## config.mk

```make
export PLATFORM = sky130hd
export DESIGN_NAME = uop_split_queue
export DESIGN_NICKNAME = d
export VERILOG_FILES = /design/src/rtl/uop_split_queue.sv
export SDC_FILE = /design/constraint.sdc
export NUM_CORES = 1
export LEC_CHECK = 0
export ABC_CLOCK_PERIOD_IN_PS = 2750
export BUFFER_PORTS_ARGS = -buffer_cell sky130_fd_sc_hd__buf_4
export CELL_PAD_IN_SITES_DETAIL_PLACEMENT = 1
export CELL_PAD_IN_SITES_GLOBAL_PLACEMENT = 2
export CORE_AREA = 2 2 167 169
export DETAILED_ROUTE_END_ITERATION = 16
export DIE_AREA = 0 0 169 171
export HOLD_SLACK_MARGIN = 0.1
export PLACE_DENSITY_LB_ADDON = 0.1
export SYNTH_ARGS = -nofsm -noshare
export SYNTH_HDL_FRONTEND = slang
export SYNTH_SLANG_ARGS = --single-unit
```

## constraint.sdc

```tcl
create_clock -name clk -period 2.75 [get_ports clk]
set_input_delay 0.4125 -clock clk [delete_from_list [all_inputs] [get_ports clk]]
set_output_delay 0.4125 -clock clk [all_outputs]
set_load 0.005 [all_outputs]
```

## src/rtl/uop_split_queue.sv

```systemverilog
module uop_split_queue #(
  parameter int DEPTH = 8,
  parameter int UOP_W = 16,
  localparam int PW = $clog2(DEPTH),
  localparam int CW = $clog2(DEPTH + 1)
) (
  input  logic               clk,
  input  logic               rst_n,
  input  logic               flush,
  input  logic [2:0]         in_valid,
  input  logic [2:0]         in_lam,
  input  logic [3*UOP_W-1:0] in_payload,
  output logic               in_ready,
  input  logic [CW-1:0]      hi_mark,
  input  logic [CW-1:0]      lo_mark,
  output logic               out_valid,
  input  logic               out_ready,
  output logic [UOP_W-1:0]   out_payload,
  output logic               out_half,
  output logic               fe_gate
);

  logic [UOP_W-1:0] pay_q [DEPTH];
  logic [DEPTH-1:0] lam_q;
  logic [PW-1:0]    wr_ptr, rd_ptr;
  logic [CW-1:0]    occ;
  logic             half_q, gate_q;

  wire accept = in_ready && (|in_valid) && !flush;
  wire fire   = out_valid && out_ready && !flush;
  wire pop    = fire && (!lam_q[rd_ptr] || half_q);

  wire [PW-1:0] off1 = PW'(in_valid[0]);
  wire [PW-1:0] off2 = PW'(in_valid[0]) + PW'(in_valid[1]);
  wire [CW-1:0] nwr  = accept ? (CW'(in_valid[0]) + CW'(in_valid[1]) + CW'(in_valid[2])) : '0;

  assign in_ready    = occ <= CW'(DEPTH - 3);
  assign out_valid   = occ != '0;
  assign out_payload = pay_q[rd_ptr];
  assign out_half    = half_q;
  assign fe_gate     = gate_q;

  always_ff @(posedge clk) begin
    if (accept) begin
      if (in_valid[0]) begin
        pay_q[wr_ptr] <= in_payload[0 +: UOP_W];
        lam_q[wr_ptr] <= in_lam[0];
      end
      if (in_valid[1]) begin
        pay_q[wr_ptr + off1] <= in_payload[UOP_W +: UOP_W];
        lam_q[wr_ptr + off1] <= in_lam[1];
      end
      if (in_valid[2]) begin
        pay_q[wr_ptr + off2] <= in_payload[2*UOP_W +: UOP_W];
        lam_q[wr_ptr + off2] <= in_lam[2];
      end
    end
  end

  always_ff @(posedge clk) begin
    if (!rst_n || flush) begin
      wr_ptr <= '0;
      rd_ptr <= '0;
      occ    <= '0;
      half_q <= 1'b0;
      gate_q <= 1'b0;
    end else begin
      wr_ptr <= wr_ptr + PW'(nwr);
      occ    <= occ + nwr - CW'(pop);
      if (pop) begin
        rd_ptr <= rd_ptr + 1'b1;
        half_q <= 1'b0;
      end else if (fire) begin
        half_q <= 1'b1;
      end
      if (occ > hi_mark)       gate_q <= 1'b1;
      else if (occ <= lo_mark) gate_q <= 1'b0;
    end
  end

endmodule

```

After elaboration in Yosys (flattened, before gate mapping):

Memory sizes are Yosys's and may differ from the RTL's. A register that Yosys moved wholly into a read port is not among the register bits.
Index checks and enable logic that the tools add are counted.

* add/sub/neg operators: 9
* $lt $le $gt $ge: 10
* multiplexer cells: 30
* reduce and logical (&&, ||, !) cells: 17

Operators with widths (count)
* $mux 8: 5
* $bwmux 8: 3
* $lt 3x4->1 const B: 4
* $mux 1: 15
* $demux 1 s3: 3
* $ge 3x1->1 const B: 3
* $mux 3: 3
* $logic_and 1x1->1: 8
* $add 1x1->2: 2
* $add 4x3->4: 1
* $gt 4x4->1: 1
* $le 4x3->1 const B: 1
* $le 4x4->1: 1
* $reduce_bool 4->1: 1
* $sub 4x1->4: 1
* $add 2x1->3: 1
* $add 3x1->3: 1
* $add 3x1->3 const B: 1
* $add 3x2->3: 1
* $add 3x3->3: 1
* $bmux 1 s3: 1
* $logic_not 1->1: 3
* $reduce_or 3->1: 1
* $logic_or 1x1->1: 2
* other kinds (2): 2

* flip-flop bits (word level): 20
* bits in writable memories: 128
* input port bits: 66
* output and inout port bits: 20
* memories: 1

Memory list
* pay_q: words 8, bits a word 16, read ports 1, clocked after Yosys merged registers in 1, wr ports 3, line 23 `logic [UOP_W-1:0] pay_q [DEPTH];`

Logic depth before layout (Yosys ltp):

Gate-level depths: netlist of the first run.

* depth after elaboration: 12
* depth in mapped cells: 14
* mapped depth without buffers: 14

Least setup slack after synthesis of the first run:

OpenSTA, ideal clock, no wires.

* kind: input port to flip-flop
* from: in in_valid[0]
* to: mem pay_q[5][0], enable pin
* setup time: 399 ps
* data arrival time: 2496 ps
* required time: 2351 ps
* path slack: -145 ps
* cell stages on the path: 7
* buffers on the path: 0
* cell sequence: inv_1 > fa_1 > inv_1 > ha_1 > nor3b_1 > nand2b_1 > a31oi_1

RTL lines
* start: declaration: line 10 `input logic [2:0] in_valid,`
* end: declaration: line 23

Final worst setup path of the first run:

* from: reg lam_q[7]
* to: reg occ[2]

* word-level cells in the longest chain between the ends: 6

RTL lines
* start: declaration: line 24 `logic [DEPTH-1:0] lam_q;`
* start signal: indexed assignment: line 47 `lam_q[wr_ptr] <= in_lam[0];`
* start signal: indexed assignment: line 51 `lam_q[wr_ptr + off1] <= in_lam[1];`
* start signal: indexed assignment: line 55 `lam_q[wr_ptr + off2] <= in_lam[2];`
* $bmux 1 s3: line 31 `wire pop = fire && (!lam_q[rd_ptr] || half_q);`
* $mux 1 (not written as such): line 31
* $logic_not 1->1: line 31
* $logic_or 1x1->1: line 31
* $logic_and 1x1->1: line 31
* net pop: line 31
* $sub 4x1->4: line 69 `occ <= occ + nwr - CW'(pop);`
* end signal: assignment: line 69
* end: declaration: line 26 `logic [CW-1:0] occ;`

The timed path passes the listed nets, and every way through them passes these cells. The select of a mux whose other input is x is not followed.
A chain may end at the register's enable or synchronous reset.

==> impl_metrics.yaml, run 1 <==
run_status:
  status: "completed"
cts:
  cts_root_buffer: "clkbuf_16"
  cts.sinks: 151
  clock_latency_ns: 0.44
  htree_levels: 4
  cts_made_buffers: 17
  cts_tree: "done"
  clk_path_buf_depth: 2
  hold_buffers: 0
  clk_pin_slew_ns: 0.07
critical_path:
  reg2reg_slack_ns: 0.06
  rr_endpoint: "occ[2]"
  critical-path-max-stage-delay_ns: 0.51
  worstReg2RegStart: "lam_q[7]"
  critical_path.max_fanout: 2
  path_class: "reg -> reg"
  cp-startpoint: "lam_q[7]"
  critPathCapture: "occ[2]"
  cp_data_arrival_time_ns: 2.98
  path_common_cell: "inv_1"
  rr_worst_depth: 10
  critPathCaptureType: "register"
  startpoint_type: "register"
  crit_required_ns: 3.04
  cpMaxStageDelayCell: "mux4_2"
  path_cells: "mux4_2 -> or2_4 -> a211oi_4 -> ha_1 -> inv_1 -> ha_2 -> inv_1 -> fa_1 -> xor2_1 -> nor2_1"
timing:
  post-route-period-util: 0.978
  finalMaxSlewViolations: 0
  finalWorstSetupSlack_ns: 0.0599
  final.setup_skew_ns: 0.0147
  finalSetupViolations: 0
  maxSlewHeadroom: 0.584
  tightestPinTransition_ns: 0.618
  min_period_ns: 2.69
  rsz0062_at_grt: "true"
  max_freq_mhz: 372
  finalHoldViolations: 0
routing:
  ant_nets: 0
  drtIter0Drc: 420
  vias_per_cell: 5.52
  firstDrtPassIters: 5
  drt_wl_total_mm: 31.2
  vias: 7220
  drc_errors: 0
  wire_per_inst_um: 23.8
placement:
  dpl.cell_count: 1276
  dpl.hpwl_mm: 20.9
  place_ws_ns: 0.0119
  gp_congestion: 0.800
  portBuffers: 85
  place_area_sq_mm: 0.0109
synth:
  syn-mean-instance-area_sq_um: 10.8
  yosysSeqAreaShare: 0.454
  yosys_warnings: 0
  synth_top_family_by_area: "multiplexers"
  synth_nets: 981
  syn_inst: 891
  synth.area.mux_share: 0.248
  ys_async_sr_fraction: 0
  ys_ff_latch: 151
  synthAdderAreaFrac: 0.0342
  synth_edf_count: 136
  synth_compound_area_frac: 0.0914
  synth_area_leaders: "edfxtp_1, mux2i_1, mux4_2"
  synth_xor_xnor_area_share: 0.00713
  synth_cell_types: 57
  synth_top_area_cell: "edfxtp_1"
  synth-main-ff-cell: "edfxtp_1"
  netlist.area_leader.share: 0.423
  synth-simple-area-share: 0.105
  syn_area_sq_mm: 0.00965
flow_run:
  maxCapViolCount: 0
layout:
  fill_cells: 2950
  final_area_sq_mm: 0.0115
  drive_gt1_frac: 0.267
  layout.nets: 1040
  insertedDiodeCount: 0
  final_cell_mix: "mux2i_1, edfxtp_1, buf_4"
  final_cells: 1308
  area_growth_pct: 19.7
  layout_commonest_cell: "mux2i_1"
global_routing:
  grt_pass1_vias: 7736
  grtUsageTotal: 0.222
  grt-ovfl-total: 0
  use_met2: 0.382
  antenna_found_initial: 0
  grt_max_degree: 33
  busiest_layer: "met2"
  grt_pass1_wl_mm: 47.1
  met3_usage: 0.0326
  grt_use_met1: 0.299
hold_path:
  hold_class: "in -> reg"
die:
  rows: 61
  die-area_sq_mm: 0.0289
  num_io_pins: 86
  start_util: 0.353
  die_x_um: 169
  coreArea_sq_mm: 0.0273
  die_h_um: 171
power_and_ir_drop:
  p_leak_nw: 4.79
  p_per_area_mw_per_mm2: 556
  finalPower_w: 0.00642
  vdd_ir_drop_max_mv: 0.342
[metal layers]
metal	routed length, um	vias up
met5	0	-
met4	335	0
met3	1080	19
met2	15400	141
met1	14300	3728
li1	-	3332
[where the power goes]
part           internal [W]  switching, W  total, W
registers           0.00266     0.0000479   0.00271
clock network       0.00151       0.00100   0.00252
logic              0.000540      0.000650   0.00119
total               0.00472       0.00170   0.00642
[stage by stage]
stage	hold slack, ns	TNS, ns	util
floorplan	0.486	0	-
global placement	0.506	0	0.399
detailed placement	0.515	0	0.399
CTS	0.274	0	0.422
global route	0.306	-0.0875	0.423
finish	0.293	0	0.423
[cell usage after synthesis (all sizes together), types with 5 or more instances]
library cell    n
clkbuf         64
nand3           6
mux2i         139
o21ai          60
nor2           97
nand2b          6
nand4           6
nor3           11
mux4           33
dfxtp          15
nor2b           5
inv            28
mux2           23
nand2          77
ha             20
buf            34
a21oi          85
edfxtp        136
[what timing repair did]
item	in CTS	in global routing
buffers inserted	0	1
resized for setup	0	8
endpoints found under the hold margin	0	0
endpoints found under the setup margin	0	21
[layout make-up]
class / count / area (sq um) / area share
multi-input combinational: 614 / 4740 / 0.411
sequential: 151 / 4390 / 0.380
timing repair buffer: 138 / 1270 / 0.110
clock buffer: 19 / 433 / 0.0375
tap: 346 / 433 / 0.0375
clock inverter: 12 / 176 / 0.0153
inverter: 28 / 105 / 0.00910
[sequential cells by signal, indices dropped and copies added, names as in the netlist, named ones only]
| name | cells |
|---|---|
| fe_gate | 1 |
| lam_q | 8 |
| occ | 4 |
| out_half | 1 |
| pay_q | 128 |
| rd_ptr | 3 |
| wr_ptr | 3 |
[worst max-delay path: cells and delay by family, from the launching register on]
kind	cells	cell delay, ns
AO/OA/AOI/OAI	1	0.22
multiplexers	1	0.51
AND/OR/NAND/NOR	2	0.32
XOR/XNOR	1	0.16
adder cells (fa/ha/maj)	3	0.82
buffers and inverters	2	0.11
flip-flops	1	0.41
[logic make-up (layout without fill, tap and decap cells)]
family,after synthesis,after routing
buffers and inverters,126,197
AOI/OAI and AO/OA,161,161
adders and majority gates,24,24
and+or+nand+nor,227,227
xor gates and xnor gates,7,7
muxes,195,195
DFF,151,151
[how the worst min path moves through the flow]
stage                          end       from  slack (ns)  cells past startpoint
after floorplan            fe_gate    fe_gate        0.49                      2
after global placement    out_half   out_half        0.51                      2
after detailed placement  out_half   out_half        0.52                      2
after CTS                 out_half  out_ready        0.27                      3
after global routing      out_half  out_ready        0.31                      3
final                     out_half  out_ready        0.29                      3
(Power assumes the default switching activity.)
==> run 2, diff against run 1 <==
--- a/config.mk
+++ b/config.mk
@@ -12,6 +12,7 @@
 export CORE_AREA = 2 2 167 169
 export DETAILED_ROUTE_END_ITERATION = 16
 export DIE_AREA = 0 0 169 171
+export GPL_TIMING_DRIVEN = 0
 export HOLD_SLACK_MARGIN = 0.1
 export PLACE_DENSITY_LB_ADDON = 0.1
 export SYNTH_ARGS = -nofsm -noshare
==> impl_metrics.yaml, run 2 (synthesis results as in run 1) <==
cts:
  clock_latency_ns: 0.43
  cts.sinks: 151
  cts_tree: "done"
  clk_path_buf_depth: 2
  clk_pin_slew_ns: 0.07
  htree_levels: 4
  cts_made_buffers: 17
  hold_buffers: 0
  cts_root_buffer: "clkbuf_16"
hold_path:
  hold_start: "out_ready"
  hold_depth: 3
  hold_class: "in -> reg"
  holdPathEnd: "out_half"
die:
  die-area_sq_mm: 0.0289
  num_io_pins: 86
  rows: 61
  die_h_um: 171
  die_x_um: 169
  coreArea_sq_mm: 0.0273
  start_util: 0.353
critical_path:
  cpMaxStageDelayCell: "clkbuf_1"
  cp.depth: 9
  reg2reg_slack_ns: 0.05
  critPathCaptureType: "register"
  startpoint_type: "register"
  crit_required_ns: 2.91
  critical-path-max-stage-delay_ns: 0.46
  rr_worst_depth: 9
  cp_data_arrival_time_ns: 2.85
  crit_buf_inv: 3
  path_cells: "inv_1 -> ha_2 -> a21oi_4 -> and2_1 -> buf_2 -> nand3_1 -> clkbuf_1 -> nor2_1 -> a21oi_1"
  cp_top_family: "buffers and inverters"
  path_class: "reg -> reg"
  critical_path.max_fanout: 10
  rr_endpoint: "pay_q[0][14]"
  worstReg2RegStart: "occ[3]"
placement:
  portBuffers: 35
  dpl.hpwl_mm: 23.9
  gp_congestion: 0.811
  place_area_sq_mm: 0.0104
layout:
  insertedDiodeCount: 0
  final_cell_mix: "mux2i_1, edfxtp_1, nor2_1"
  drive_gt1_frac: 0.270
  fill_cells: 2964
  regMostFlops: "pay_q"
  layout.nets: 1057
  largest_reg_flops: 128
  fin_util: 0.427
  area_growth_pct: 20.8
  final_area_sq_mm: 0.0117
  layout_commonest_cell: "mux2i_1"
  top_regs: "pay_q (128), lam_q (8), occ (4)"
timing:
  min_period_ns: 2.70
  final.setup_skew_ns: 0.0130
  maxSlewHeadroom: 0.398
  finalHoldViolations: 0
  max_freq_mhz: 371
  tightestPinTransition_ns: 0.896
  post-route-period-util: 0.981
  finalSetupViolations: 0
  rsz0062_at_grt: "true"
  fin_tns_setup_ns: 0
  finalMaxSlewViolations: 0
global_routing:
  grt_pass1_wl_mm: 53.0
  grtUsageTotal: 0.257
  grt_pass1_vias: 8204
  grt-ovfl-total: 0
  antenna_found_initial: 0
  grt_max_degree: 17
run_status:
  status: "completed"
routing:
  ant_nets: 0
  drc_errors: 0
  drt_wl_total_mm: 36.4
  vias: 7595
  vias_per_cell: 5.73
  firstDrtPassIters: 6
  drtIter0Drc: 686
  wire_per_inst_um: 27.5
power_and_ir_drop:
  vdd_ir_drop_max_mv: 0.294
  p_per_area_mw_per_mm2: 538
  p_leak_nw: 4.74
flow_run:
  maxCapViolCount: 0
## run 2: changes by cell type in the layout (fill, tap and decap cells not counted), sizes merged
cell      before  now
clkbuf        19   75
buf          138   97
clkinv         3    8
bufinv         4    2
clkinvlp       4    2
nand2         77   78
## run 2: worst max-delay path by stage
stage	from	end	slack (ns)
CTS	wr_ptr[0]	pay_q[7][2]	0.0005
detailed placement	in_valid[0]	pay_q[7][6]	-1.48
finish	occ[3]	pay_q[0][14]	0.05
global route	lam_q[7]	occ[3]	-0.02
global placement	in_valid[0]	pay_q[6][10]	-1.48
floorplan	in_valid[0]	pay_q[1][0]	0.003
## run 2: metrics by stage
stage               total power, W  setup slack, ns  hold WS (ns)  instances
floorplan                  0.00344          0.00312         0.486        891
global placement           0.00379            -1.48         0.501       1272
detailed placement         0.00385            -1.48         0.524       1272
CTS                        0.00625         0.000518         0.259       1322
global route               0.00651          -0.0203         0.277       1325
finish                     0.00628           0.0525         0.276       1325
## run 2: worst register-to-register path, delay by kind of cell, from the launching register on
| family | cells | cell delay, ns |
|---|---|---|
| flops | 1 | 0.36 |
| simple gates | 3 | 0.75 |
| buf+inv | 3 | 0.83 |
| compound gates | 2 | 0.28 |
| fa+ha+maj | 1 | 0.21 |
## run 2: metal layers
layer | vias up | part of all wire | GRT usage
met5 | - | 0 | 0
met4 | 0 | 0.022 | 0.0751
met3 | 50 | 0.046 | 0.0393
met2 | 251 | 0.48 | 0.433
met1 | 3928 | 0.45 | 0.343
li1 | 3366 | - | -
## run 2: final cells by class
type / count / area, sq um / share of cell area
multi-input combinational: 615 / 5000 / 0.429
sequential: 151 / 4400 / 0.377
buffer: 96 / 597 / 0.0512
timing repair buffer: 58 / 561 / 0.0481
tap: 346 / 433 / 0.0371
clock buffer: 18 / 429 / 0.0368
clock inverter: 13 / 133 / 0.0114
inverter: 28 / 108 / 0.00923
## run 2: what timing repair did
item / in CTS / in global routing
gates resized for setup: 101 / 33
setup endpoints to repair: 275 / 228
gates cloned: 1 / 0
setup buffers: 19 / 4
pin swaps: 5 / 7
## run 2: report_power, final
part	internal [W]	switching, W	leakage (nW)	total (W)
Clock	0.00133	0.00102	0.271	0.00235
Combinational	0.000506	0.000700	3.11	0.00121
Sequential	0.00266	0.0000548	1.36	0.00272
==> run 3, diff against run 2 <==
--- a/config.mk
+++ b/config.mk
@@ -6,12 +6,12 @@
 export NUM_CORES = 1
 export LEC_CHECK = 0
 export ABC_CLOCK_PERIOD_IN_PS = 2750
-export BUFFER_PORTS_ARGS = -buffer_cell sky130_fd_sc_hd__buf_4
 export CELL_PAD_IN_SITES_DETAIL_PLACEMENT = 1
 export CELL_PAD_IN_SITES_GLOBAL_PLACEMENT = 2
-export CORE_AREA = 2 2 167 169
+export CORE_AREA = 2 2 161 163
 export DETAILED_ROUTE_END_ITERATION = 16
-export DIE_AREA = 0 0 169 171
+export DIE_AREA = 0 0 163 165
+export DONT_BUFFER_PORTS = 1
 export GPL_TIMING_DRIVEN = 0
 export HOLD_SLACK_MARGIN = 0.1
 export PLACE_DENSITY_LB_ADDON = 0.1
==> impl_metrics.yaml, run 3 (synthesis results as in run 1) <==
layout:
  register_area_sq_mm: 0.00440
  final_cell_mix: "mux2i_1, edfxtp_1, nor2_1"
  area_growth_pct: 16.9
  largest_reg_flops: 128
  drive_gt1_frac: 0.243
  layout_commonest_cell: "mux2i_1"
  multi_input_area_sq_mm: 0.00498
  final_area_sq_mm: 0.0113
  top_regs: "pay_q (128), lam_q (8), occ (4)"
  final_cells: 1272
  regMostFlops: "pay_q"
  insertedDiodeCount: 0
  fill_cells: 2734
  layout.nets: 1019
routing:
  met3_length_mm: 2.18
  drtIter0Drc: 658
  met1_length_mm: 14.9
  drt_wl_total_mm: 34.6
  wl_met2_mm: 17.0
  vias: 7445
  vias_per_cell: 5.85
  ant_nets: 0
  highest_layer: "met4"
  firstDrtPassIters: 6
  wire_per_inst_um: 27.2
  drc_errors: 0
cts:
  clk_pin_slew_ns: 0.07
  cts.sinks: 151
  cts_tree: "done"
  clk_path_buf_depth: 2
  htree_levels: 4
  hold_buffers: 0
  cts_root_buffer: "clkbuf_16"
  cts_made_buffers: 17
  clock_latency_ns: 0.44
critical_path:
  cp_data_arrival_time_ns: 2.87
  cp-startpoint: "wr_ptr[0]"
  startpoint_type: "register"
  crit_buf_inv: 3
  worstReg2RegStart: "wr_ptr[0]"
  cp_top_family: "simple AND/OR/NAND/NOR gates"
  rr_worst_depth: 9
  path_cells: "ha_1 -> ha_2 -> inv_2 -> or3_4 -> or2_1 -> clkbuf_4 -> buf_6 -> mux2i_1 -> a21oi_1"
  rr_endpoint: "pay_q[3][7]"
  critPathCaptureType: "register"
  cpMaxStageDelayCell: "or3_4"
  path_class: "reg -> reg"
  cp.depth: 9
  reg2reg_slack_ns: 0.05
  critical-path-max-stage-delay_ns: 0.42
  crit_required_ns: 2.93
  critical_path.max_fanout: 10
run_status:
  status: "completed"
placement:
  portBuffers: 0
  dpl.hpwl_mm: 23.5
  gp_congestion: 0.816
  place_area_sq_mm: 0.0101
  dpl.cell_count: 1221
timing:
  finalHoldViolations: 0
  final.setup_skew_ns: 0.0143
  post-route-period-util: 0.980
  timing.hold.ws_ns: 0.137
  maxSlewHeadroom: 0.486
  tightestPinTransition_ns: 0.772
  finalSetupViolations: 0
  fin_tns_setup_ns: 0
  max_freq_mhz: 371
  finalMaxSlewViolations: 0
  min_period_ns: 2.70
  rsz0062_at_grt: "true"
global_routing:
  grt_pass1_wl_mm: 50.6
  antenna_found_initial: 0
  grt_pass1_vias: 7846
  grt_max_degree: 17
  grt-ovfl-total: 0
  grtUsageTotal: 0.262
die:
  num_io_pins: 86
  start_util: 0.385
  die-area_sq_mm: 0.0269
  die_h_um: 165
  die_x_um: 163
  rows: 58
  coreArea_sq_mm: 0.0250
power_and_ir_drop:
  combinationalPowerShare: 0.174
  finalPower_w: 0.00626
  swShare: 0.290
  vdd_ir_drop_max_mv: 0.475
  p_int_w: 0.00445
  seqPwrFrac: 0.433
  p_per_area_mw_per_mm2: 555
  p_leak_nw: 4.56
  clock_power_share: 0.393
  p_sw_w: 0.00181
hold_path:
  hold_start: "out_ready"
  hold_depth: 2
  hold_class: "in -> reg"
  holdPathEnd: "out_half"
flow_run:
  maxCapViolCount: 0
## run 3: how the worst max path moves through the flow
stage             endpoint  slack (ns)
2_1_floorplan  pay_q[1][0]       0.003
5_1_grt        pay_q[3][5]       -0.03
6_report       pay_q[3][7]        0.05
3_3_place_gp   pay_q[3][7]       -1.25
3_5_place_dp   pay_q[3][7]       -1.35
4_1_cts        pay_q[3][9]       -0.01
## run 3: final cells by class
type | instances | share of cell area
multi-input cells | 615 | 0.442
flip-flops and latches | 151 | 0.389
plain buffers | 96 | 0.0516
clock buffers | 17 | 0.0377
well taps | 330 | 0.0366
repair buffers | 20 | 0.0188
clock inverters | 15 | 0.0147
inverters | 28 | 0.00953
## run 3: what timing repair did
action | 4_1_cts | 5_1_grt
resized for setup | 99 | 34
cloned | 1 | 0
pin swaps | 3 | 4
endpoints found under the setup margin | 275 | 228
buffers inserted | 12 | 8
## run 3: per-layer routing
metal  vias up  track usage
li1       3296            -
met1      3825        0.348
met2       277        0.450
met3        47       0.0439
met4         0       0.0632
met5         -            0
## run 3: per-stage QoR
stage	util	setup WS (ns)
6_report	0.451	0.0544
5_1_grt	0.451	-0.0272
4_1_cts	0.446	-0.0114
3_5_place_dp	0.403	-1.35
3_3_place_gp	0.403	-1.25
2_1_floorplan	-	0.00312
## run 3: power groups by stage
stage          registers [W]  clock network, W  logic, W
2_1_floorplan        0.00274                 0  0.000703
3_3_place_gp         0.00276                 0  0.000938
3_5_place_dp         0.00277                 0  0.000987
4_1_cts              0.00271           0.00247   0.00107
5_1_grt              0.00272           0.00254   0.00118
6_report             0.00271           0.00246   0.00109
